`src/rtl/uart_rxq_pkg.sv`:
```
package uart_rxq_pkg;
  localparam logic [7:0] FCR_KEEP = 8'hC9;
  localparam int FCR_EN    = 0;
  localparam int FCR_RXRST = 1;
  localparam int MAX_FRAME = 12;

  typedef enum logic [1:0] {
    TRIG_1  = 2'b00,
    TRIG_4  = 2'b01,
    TRIG_8  = 2'b10,
    TRIG_14 = 2'b11
  } trig_sel_e;

  function automatic int trig_level(input logic [1:0] sel);
    case (trig_sel_e'(sel))
      TRIG_1:  return 1;
      TRIG_4:  return 4;
      TRIG_8:  return 8;
      default: return 14;
    endcase
  endfunction
endpackage

```
`src/rtl/rxq_store.sv`:
```
module rxq_store #(
  parameter int DW    = 8,
  parameter int DEPTH = 16,
  localparam int PW   = $clog2(DEPTH),
  localparam int CW   = PW + 1
) (
  input  logic          clk_i,
  input  logic          rst_ni,
  input  logic          clr_i,
  input  logic          wr_i,
  input  logic [DW-1:0] wdata_i,
  input  logic          rd_i,
  output logic [DW-1:0] rdata_o,
  output logic [CW-1:0] count_o
);
  // DEPTH must be a power of two: pointers wrap naturally
  logic [DW-1:0] mem_q [DEPTH];
  logic [PW-1:0] wptr_q, rptr_q;
  logic [CW-1:0] cnt_q;

  always_ff @(posedge clk_i) begin
    if (wr_i) mem_q[wptr_q] <= wdata_i;
  end

  always_ff @(posedge clk_i or negedge rst_ni) begin
    if (!rst_ni) begin
      wptr_q <= '0;
      rptr_q <= '0;
      cnt_q  <= '0;
    end else if (clr_i) begin
      wptr_q <= '0;
      rptr_q <= '0;
      cnt_q  <= '0;
    end else begin
      if (wr_i) wptr_q <= wptr_q + 1'b1;
      if (rd_i) rptr_q <= rptr_q + 1'b1;
      case ({wr_i, rd_i})
        2'b10:   cnt_q <= cnt_q + 1'b1;
        2'b01:   cnt_q <= cnt_q - 1'b1;
        default: cnt_q <= cnt_q;
      endcase
    end
  end

  assign rdata_o = (cnt_q == '0) ? '0 : mem_q[rptr_q];
  assign count_o = cnt_q;
endmodule

```
`src/rtl/rxq_frame_timer.sv`:
```
module rxq_frame_timer #(
  parameter int TW = 6
) (
  input  logic       clk_i,
  input  logic       rst_ni,
  input  logic       clr_i,
  input  logic       load_i,
  input  logic       tick_i,
  input  logic [1:0] word_len_i,
  input  logic       parity_en_i,
  input  logic       two_stop_i,
  output logic       expire_o
);
  logic [3:0]    frame_len;
  logic [TW-1:0] load_val, left_q;
  logic          armed_q;

  // start + data + parity + stop
  assign frame_len = 4'd7 + {2'b00, word_len_i} + {3'b000, parity_en_i} + {3'b000, two_stop_i};
  assign load_val  = TW'({frame_len, 2'b00});
  assign expire_o  = armed_q && tick_i && (left_q == TW'(1)) && !clr_i && !load_i;

  always_ff @(posedge clk_i or negedge rst_ni) begin
    if (!rst_ni) begin
      armed_q <= 1'b0;
      left_q  <= '0;
    end else if (clr_i) begin
      armed_q <= 1'b0;
      left_q  <= '0;
    end else if (load_i) begin
      armed_q <= 1'b1;
      left_q  <= load_val;
    end else if (armed_q && tick_i) begin
      left_q <= left_q - 1'b1;
      if (left_q == TW'(1)) armed_q <= 1'b0;
    end
  end
endmodule

```
`src/rtl/uart_rxq.sv`:
```
module uart_rxq
  import uart_rxq_pkg::*;
#(
  parameter int DW    = 8,
  parameter int DEPTH = 16,
  localparam int CW   = $clog2(DEPTH) + 1,
  localparam int TW   = $clog2(4 * MAX_FRAME + 1)
) (
  input  logic          clk_i,
  input  logic          rst_ni,
  input  logic          rx_valid_i,
  input  logic [DW-1:0] rx_data_i,
  input  logic          rx_break_i,
  input  logic          fcr_we_i,
  input  logic [7:0]    fcr_wdata_i,
  output logic [7:0]    fcr_o,
  input  logic [1:0]    word_len_i,
  input  logic          parity_en_i,
  input  logic          two_stop_i,
  input  logic          bit_tick_i,
  input  logic          rd_i,
  input  logic          lsr_rd_i,
  output logic [DW-1:0] rd_data_o,
  output logic [CW-1:0] count_o,
  output logic          trig_o,
  output logic          data_ready_o,
  output logic          break_o,
  output logic          overrun_o,
  output logic          timeout_o
);
  logic [7:0]    fcr_q;
  logic          rx_flush, arrive, full, wr, drop, pop, last_pop, reload, expire;
  logic          dr_q, brk_q, ovr_q, to_q;
  logic [DW-1:0] wdata;
  logic [CW-1:0] cnt;

  assign rx_flush = fcr_we_i && (fcr_wdata_i[FCR_RXRST] || (fcr_wdata_i[FCR_EN] != fcr_q[FCR_EN]));
  assign arrive   = (rx_valid_i || rx_break_i) && !rx_flush;
  assign full     = (cnt == CW'(DEPTH));
  assign wr       = arrive && !full;
  assign drop     = arrive && full;
  assign wdata    = rx_break_i ? '0 : rx_data_i;   // break wins over a data strobe
  assign pop      = rd_i && (cnt != '0) && !rx_flush;
  assign last_pop = pop && (cnt == CW'(1)) && !wr;
  assign reload   = wr || (pop && !last_pop);

  rxq_store #(.DW(DW), .DEPTH(DEPTH)) u_store (
    .clk_i   (clk_i),
    .rst_ni  (rst_ni),
    .clr_i   (rx_flush),
    .wr_i    (wr),
    .wdata_i (wdata),
    .rd_i    (pop),
    .rdata_o (rd_data_o),
    .count_o (cnt)
  );

  rxq_frame_timer #(.TW(TW)) u_timer (
    .clk_i       (clk_i),
    .rst_ni      (rst_ni),
    .clr_i       (rx_flush),
    .load_i      (reload),
    .tick_i      (bit_tick_i),
    .word_len_i  (word_len_i),
    .parity_en_i (parity_en_i),
    .two_stop_i  (two_stop_i),
    .expire_o    (expire)
  );

  always_ff @(posedge clk_i or negedge rst_ni) begin
    if (!rst_ni) begin
      fcr_q <= '0;
      dr_q  <= 1'b0;
      brk_q <= 1'b0;
      ovr_q <= 1'b0;
      to_q  <= 1'b0;
    end else begin
      if (fcr_we_i) fcr_q <= fcr_wdata_i & FCR_KEEP;

      if (rx_flush)      dr_q <= 1'b0;
      else if (arrive)   dr_q <= 1'b1;
      else if (last_pop) dr_q <= 1'b0;

      if (rx_flush)                  brk_q <= 1'b0;
      else if (rx_break_i)           brk_q <= 1'b1;
      else if (lsr_rd_i || last_pop) brk_q <= 1'b0;

      // overrun survives a flush
      if (drop)          ovr_q <= 1'b1;
      else if (lsr_rd_i) ovr_q <= 1'b0;

      if (rx_flush || rd_i)           to_q <= 1'b0;
      else if (expire && cnt != '0)   to_q <= 1'b1;
    end
  end

  assign fcr_o        = fcr_q;
  assign count_o      = cnt;
  assign trig_o       = 32'(cnt) >= trig_level(fcr_q[7:6]);
  assign data_ready_o = dr_q;
  assign break_o      = brk_q;
  assign overrun_o    = ovr_q;
  assign timeout_o    = to_q;
endmodule

```
`config.mk`:
```
export PLATFORM = sky130hd
export DESIGN_NAME = uart_rxq
export DESIGN_NICKNAME = d
export VERILOG_FILES = /design/src/rtl/uart_rxq_pkg.sv /design/src/rtl/rxq_store.sv /design/src/rtl/rxq_frame_timer.sv /design/src/rtl/uart_rxq.sv
export SDC_FILE = /design/constraint.sdc
export NUM_CORES = 1
export LEC_CHECK = 0
export BUFFER_PORTS_ARGS = -buffer_cell sky130_fd_sc_hd__buf_2
export CAP_MARGIN = 40
export CELL_PAD_IN_SITES_DETAIL_PLACEMENT = 1
export CELL_PAD_IN_SITES_GLOBAL_PLACEMENT = 2
export CORE_ASPECT_RATIO = 1.4
export CORE_MARGIN = 10
export CORE_UTILIZATION = 30
export CTS_CLUSTER_SIZE = 8
export DETAILED_ROUTE_END_ITERATION = 6
export PLACE_DENSITY = 0.67
export SLEW_MARGIN = 20
export SYNTH_ARGS = -nofsm -noshare
export SYNTH_HDL_FRONTEND = slang
export SYNTH_SLANG_ARGS = --single-unit
```
`constraint.sdc`:
```
create_clock -name clk_i -period 4 [get_ports clk_i]
set_input_delay 0 -clock clk_i [delete_from_list [all_inputs] [get_ports clk_i]]
set_output_delay 0 -clock clk_i [all_outputs]
set_load 0.005 [all_outputs]
```
==> results of run 1 <==
-- per-stage QoR --
step                      setup slack [ns]  instance area (um2)  total power (W)
after global placement                1.20                 7430          0.00337
after global routing                 0.744                 8280          0.00528
final                                0.982                 8280          0.00498
after CTS                            0.981                 8250          0.00507
after floorplan                       1.75                 6920          0.00297
after detailed placement              1.06                 7520          0.00346
-- critical path, cell delays in order, from the launching register on --
cell	delay [ns]
dfrtp_1	0.47
inv_1	0.12
ha_1	0.30
nand4bb_1	0.22
nand2_2	0.27
nor4_1	0.78
and2_1	0.51
-- logic make-up (layout without fill, tap and decap cells) --
group | count (synthesis) | in the layout
compound gates | 42 | 42
simple gates | 96 | 96
fa+ha+maj | 20 | 20
buf+inv | 46 | 129
mux | 52 | 52
other cells | 1 | 4
flops | 156 | 156
xor+xnor | 14 | 14
-- cell usage after synthesis, types with 2 or more instances --
library cell | n | area share (%)
edfxtp_1 | 128 | 56
mux4_2 | 32 | 10
dfrtp_1 | 28 | 10
inv_1 | 21 | 1.1
ha_1 | 19 | 3.4
nor2_1 | 19 | 1.0
mux2i_1 | 18 | 2.6
nand2_1 | 15 | 0.82
and2_1 | 12 | 1.1
buf_2 | 11 | 0.80
nor2b_1 | 10 | 0.91
a21oi_1 | 9 | 0.65
xnor2_1 | 9 | 1.1
o22ai_1 | 8 | 0.72
clkbuf_1 | 7 | 0.38
nand2b_1 | 7 | 0.63
nor3_1 | 7 | 0.51
nand3_1 | 6 | 0.43
a311oi_1 | 5 | 0.63
buf_4 | 5 | 0.54
o21ai_0 | 4 | 0.29
xor2_1 | 4 | 0.51
nand4_1 | 3 | 0.27
nor4_1 | 3 | 0.27
nor4b_2 | 3 | 0.65
a211o_1 | 2 | 0.25
a211oi_1 | 2 | 0.22
a21o_1 | 2 | 0.22
buf_1 | 2 | 0.11
mux2_2 | 2 | 0.33
o211ai_1 | 2 | 0.22
o21ai_1 | 2 | 0.14
or2_2 | 2 | 0.18
or3_1 | 2 | 0.18
-- worst paths after layout --
kind / start / end / slack [ns] / depth (start not counted)
max reg2reg: u_store.count_o[0] / u_store.mem_q[1][4] / 0.98 / 6
min reg2reg: overrun_o / overrun_o / 0.55 / 2
min in group asynchronous: rst_ni / overrun_o / 0.15 / 2
min: rx_data_i[4] / u_store.mem_q[6][4] / 0.02 / 2
max in group asynchronous: rst_ni / u_store.rptr_q[1] / 3.34 / 2
max: u_store.count_o[0] / u_store.mem_q[1][4] / 0.98 / 6
-- routing by layer --
layer / vias to the layer above / routed length, um / GRT usage [%]
met5: - / 0 / 0
met4: 0 / 227 / 3.86
met3: 14 / 868 / 2.97
met2: 87 / 8660 / 20.4
met1: 1995 / 6550 / 13.2
li1: 1776 / - / -
-- cells in the final DEF (no fill, tap or decap), types with 11 or more instances in the layout --
cell           instances
mux4_2                32
clkbuf_16             17
dlygate4sd3_1         15
buf_4                 11
and2_1                12
ha_1                  19
nor2_1                19
inv_1                 21
edfxtp_1             128
buf_2                 46
mux2i_1               18
nand2_1               15
dfrtp_1               26
-- power groups by stage --
stage               Clock (W)  Sequential [W]  Combinational [W]
finish                0.00158         0.00205            0.00135
global route          0.00170         0.00207            0.00151
CTS                   0.00163         0.00206            0.00138
detailed placement          0         0.00209            0.00137
global placement            0         0.00217            0.00120
floorplan                   0         0.00200           0.000963
-- cell type report --
class,instances,area [um2]
clock buffer,17,425
clock inverter,15,155
fill,2394,14300
inverter,21,78.8
multi-input combinational,228,2170
sequential,156,4550
tap,301,377
timing repair buffer,76,533
-- registers in the layout, indices dropped and copies added (netlist names) --
register / count
u_store.mem_q: 128
u_store.rptr_q: 4
break_o: 1
u_timer.armed_q: 1
fcr_o: 4
u_store.count_o: 5
overrun_o: 1
data_ready_o: 1
u_timer.left_q: 6
u_store.wptr_q: 4
timeout_o: 1
==> summary.md, run 1 <==
| Metric | Value |
|---|---|
| Outcome | finished, final reports clean |
| Reg power frac | 41.1% |
| Distinct cells, synth | 50 |
| Row count | 65 |
| Sw frac | 31.1% |
| Worst slew pin tran | 0.849 ns |
| Hold buffers post-CTS | 15 |
| Logic pwr share | 27.1% |
| Worst setup SP type | flip-flop |
| Pwr/cell area | 601 nW/um2 |
| Post-synthesis simple-gate area fraction | 7.99% |
| P_leak | 2.95 nW |
| Post-CTS Resized | 0 |
| Die height | 199 um |
| DPL Wire Length | 11.3 mm |
| Net Switching | 0.00155 W |
| Hold WS | 0.0249 ns |
| Share of flip-flops with an asynchronous set or reset | 17.9% |
| Core area | 22600 um2 |
| MaxCap Viol Count | 0 |
| Initial core utilization | 30.5% |
| Synth Cell Area | 6900 um2 |
| Post-route ant nets | 0 |
| Drt total wl | 16.3 mm |
| Diodes inserted | 0 |
| Critical path class | flip-flop to flip-flop |
| Synth Area in XOR/XNOR | 1.98% |
| P&R area growth vs syn | 20.0% |
| Final Hold Viols | 0 |
| Worst vdd ir | 339 uV |
| Placed cell count | 764 |
| Vias | 3872 |
| Root Driver | clkbuf_16 |
| Warnings, synthesis | 0 |
| Initial antenna violation count | 0 |
| Total congestion overflow | 0 |
| Mux cell area share after synthesis | 13.4% |
| Setup Fix Bufs, Post-CTS | 0 |
| Mean Syn Cell Area | 16.2 um2 |
| Gr usage total | 11.5% |
| Setup_tns | 0 ns |
| I/O pin total | 54 |
| CTS tree | yes |
| Relative slew slack | 42.9% |
| Die area | 29600 um2 |
| Compound-Gate Fraction of Synth Area | 4.08% |
| Final setup skew | 0.0120 ns |
| Vias per cell | 4.76 |
| Largest net degree at the start of global routing | 29 |
| DRC | 0 |
| Clock Path Buffers | 2 |
| Tmin final | 3.02 ns |
| Layout Cells excl Fill | 814 |
| CP endpoint kind | flip-flop |
| HP Class | primary input to flip-flop |
| Iteration-0 DRC Markers | 241 |
| WL/cell | 20.0 um |
| Clk slew on worst S/H paths | 0.07 ns |
| Worst EP arrival | 3.10 ns |
| RD Place Congestion | 0.787 |
| Number of global-route vias before repair | 4407 |
| Clock network power share | 31.8% |
| Fmax | 331 MHz |
| #FFs+latches synth | 156 |
| Layout Nets | 548 |
| Internal power | 0.00343 W |
| Seq/Total Area, Yosys | 65.8% |
| Post-Synth Adder-Cell Area | 3.73% |
| EDFF count, synth | 128 |
| CP max FO | 16 |
| Insertion delay to the later sink of the worst-skew pair | 0.43 ns |
| Die Wd | 148 um |
| CTS H-tree lvls | 4 |
| CTS buffer count | 17 |
| Fraction of layout cells with a size suffix above 1 | 26.9% |
| Fin crit share | 75.5% |
| Synth Flop Type | edfxtp_1 |
| Detailed Routing Iterations Pass 1 | 5 |
| Number of clock sinks | 156 |
| RSZ-0062 raised after global routing | false |
| Final Core Density | 36.6% |
| IO buf count | 46 |
| Main combinational cell family by area after synthesis | multiplexers |
| Pins over their slew limit | 0 |
| Critical path data required time | 4.08 ns |
| Cell count after synthesis | 427 |
| First-pass GRT wire length | 25.6 mm |
| Final setup violation count | 0 |
Note: power is estimated with default switching activity, not from simulation.
==> run 2: changes to the inputs <==
- clock period: 4 -> 2.8 ns (I/O delays scaled with it)
==> summary.md, run 2 (synthesis results as in run 1) <==
| Metric | Value |
|---|---|
| Iteration-0 DRC Markers | 181 (-25%) |
| Initial core utilization | 30.5% (unchanged) |
| Most common cell after layout, fill and taps aside | edfxtp_1 |
| Number of global-route vias before repair | 4402 (-0.11%) |
| Setup WS post-layout | 0.217 ns (-0.765 ns) |
| Max stage delay cell, worst path | or4b_1 |
| Core area | 22600 um2 (unchanged) |
| Hold depth | 4 (+2) |
| RSZ-0062 raised after global routing | false |
| Internal power | 0.00493 W (+44%) |
| Setup Fix Bufs, Post-CTS | 0 (unchanged) |
| Fin crit share | 92.3% |
| Root Driver | clkbuf_16 |
| CTS tree | yes |
| MaxCap Viol Count | 0 (unchanged) |
| Cell family with most CP delay | simple AND/OR/NAND/NOR gates |
| Initial antenna violation count | 0 (unchanged) |
| Setup_tns | 0 ns (unchanged) |
| Worst vdd ir | 387 uV (+14%) |
| Critical path data required time | 2.80 ns (-1.28 ns) |
| Clock network power share | 32.1% (+0.3 points) |
| Tmin final | 2.58 ns |
| Row count | 65 (unchanged) |
| Relative slew slack | 55.5% (+13 points) |
| P&R area growth vs syn | 20.9% |
| Worst slew pin tran | 0.667 ns (-0.182 ns) |
| Cells on worst reg2reg path | 7 (+1) |
| Fraction of layout cells with a size suffix above 1 | 28.2% (+1.3 points) |
| First-pass GRT wire length | 25.2 mm (-1.5%) |
| R2R setup slack | 0.24 ns (-0.74 ns) |
| Post-route ant nets | 0 (unchanged) |
| Drt total wl | 16.1 mm (-1.4%) |
| Sw frac | 31.5% (+0.34 points) |
| Hold path startpoint | rx_valid_i |
| Diodes inserted | 0 (unchanged) |
| Worst setup SP type | flip-flop |
| Largest net degree at the start of global routing | 29 (unchanged) |
| Final Hold Viols | 0 (unchanged) |
| Pwr/cell area | 861 nW/um2 (+43%) |
| Outcome | finished, final reports clean |
| Layout Nets | 557 (+1.6%) |
| Critical path depth in cells | 6 (unchanged) |
| HP Class | primary input to flip-flop |
| I/O pin total | 54 (unchanged) |
| Max incr delay on CP | 0.67 ns (-0.11 ns) |
| CTS H-tree lvls | 4 (unchanged) |
| DRC | 0 (unchanged) |
| Worst EP arrival | 2.58 ns (-0.52 ns) |
| Post-Place Setup Slack | 0.184 ns (-0.876 ns) |
| Critical path class | flip-flop to primary output |
| Hold Path End | data_ready_o |
| Critical Path, Cell by Cell | inv_1 -> ha_1 -> or4b_1 -> nand2_1 -> o22ai_1 -> buf_2 |
| Total congestion overflow | 0 (unchanged) |
| Logic pwr share | 28.0% (+0.9 points) |
| Vias per cell | 4.72 (-0.86%) |
| RD Place Congestion | 0.782 (-0.65%) |
| Die area | 29600 um2 (unchanged) |
| Insertion delay to the later sink of the worst-skew pair | 0.43 ns (about the same) |
| Fmax | 387 MHz |
| Gr usage total | 11.4% (-0.13 points) |
| Largest register FFs | 128 (unchanged) |
| Die Wd | 148 um (unchanged) |
| Clk slew on worst S/H paths | 0.07 ns (about the same) |
| CTS buffer count | 17 (unchanged) |
| Clock Path Buffers | 2 (unchanged) |
| DPL Wire Length | 11.2 mm (-0.74%) |
| CP max FO | 8 (-8) |
| WL/cell | 19.5 um (-2.4%) |
| Net Switching | 0.00226 W (+46%) |
| Number of clock sinks | 156 (unchanged) |
| Die height | 199 um (unchanged) |
| Vias | 3881 (+0.23%) |
| Worst path buffer plus inverter count | 2 (+1) |
| Most frequent cells in the layout | 128 x edfxtp_1, 46 x buf_2, 32 x mux4_2 |
| P_leak | 2.99 nW (+1.4%) |
| Most flops, register | u_store.mem_q |
| Final Core Density | 36.9% (+0.28 points) |
| Pins over their slew limit | 0 (unchanged) |
| Reg power frac | 39.9% (-1.2 points) |
| IO buf count | 46 (unchanged) |
| Final setup skew | 0.0120 ns (+0.0000365 ns) |
| CP endpoint kind | primary output |
| FF-to-FF Start | u_store.count_o[0] |
| Detailed Routing Iterations Pass 1 | 4 (-1) |
| Final setup violation count | 0 (unchanged) |
| Worst r2r dst | u_store.mem_q[1][5] |
==> run 2: cell count changes in the layout (fill, tap and decap cells not counted), sizes merged <==
cell | before | now
clkinv | 4 | 3
buf | 61 | 70
clkinvlp | 3 | 4
==> run 2: metrics by stage <==
step,cell area (um2),cells,hold WS (ns),total power [W]
2_1_floorplan,6920,430,-0.296,0.00424
3_3_place_gp,7560,774,0.0773,0.00489
3_5_place_dp,7580,776,0.0809,0.00496
4_1_cts,8340,823,0.0134,0.00730
5_1_grt,8350,823,0.0227,0.00759
6_report,8350,823,0.0150,0.00719
==> run 2: what timing repair did <==
| action | 4_1_cts | 5_1_grt |
|---|---|---|
| resized for setup | 0 | 2 |
| endpoints found under the setup margin | 0 | 35 |
| endpoints found under the hold margin | 37 | 0 |
| hold buffers | 15 | 0 |
==> run 2: power groups by stage <==
stage | sequential (W) | combinational, W | clock [W]
floorplan | 0.00286 | 0.00138 | 0
global placement | 0.00291 | 0.00197 | 0
detailed placement | 0.00292 | 0.00204 | 0
CTS | 0.00287 | 0.00207 | 0.00236
global route | 0.00290 | 0.00223 | 0.00246
finish | 0.00287 | 0.00201 | 0.00231
==> run 2: worst max-delay path by stage <==
stage | from | endpoint | slack (ns)
after floorplan | u_store.count_o[0] | u_store.mem_q[12][0] | 0.55
after global placement | u_store.count_o[0] | u_store.mem_q[0][4] | 0.30
after detailed placement | u_store.count_o[0] | u_store.mem_q[10][1] | 0.18
after CTS | u_store.count_o[1] | rd_data_o[0] | 0.15
after global routing | u_store.count_o[1] | rd_data_o[4] | 0.02
final | u_store.count_o[0] | rd_data_o[0] | 0.22
==> run 2: worst reg2reg max path, delay by kind of cell (launching register included) <==
| kind | cells | cell delay [ns] |
|---|---|---|
| simple gates | 4 | 1.14 |
| fa+ha+maj | 1 | 0.29 |
| flops | 1 | 0.47 |
| buf+inv | 2 | 0.32 |
==> run 2: cell type report <==
type                       count  area [um2]
timing repair buffer          85         568
inverter                      21        78.8
fill                        2399       14300
multi-input combinational    228        2170
tap                          301         377
clock inverter                15         178
clock buffer                  17         425
sequential                   156        4550
==> run 2: per-layer routing <==
layer  share of wire, %  wire (um)  vias up  track usage (%)
li1                   -          -     1794                -
met1                 40       6410     2001             12.4
met2                 55       8770       74             20.7
met3                4.4        713       12             3.46
met4                1.1        182        0             3.53
met5                  0          0        -                0
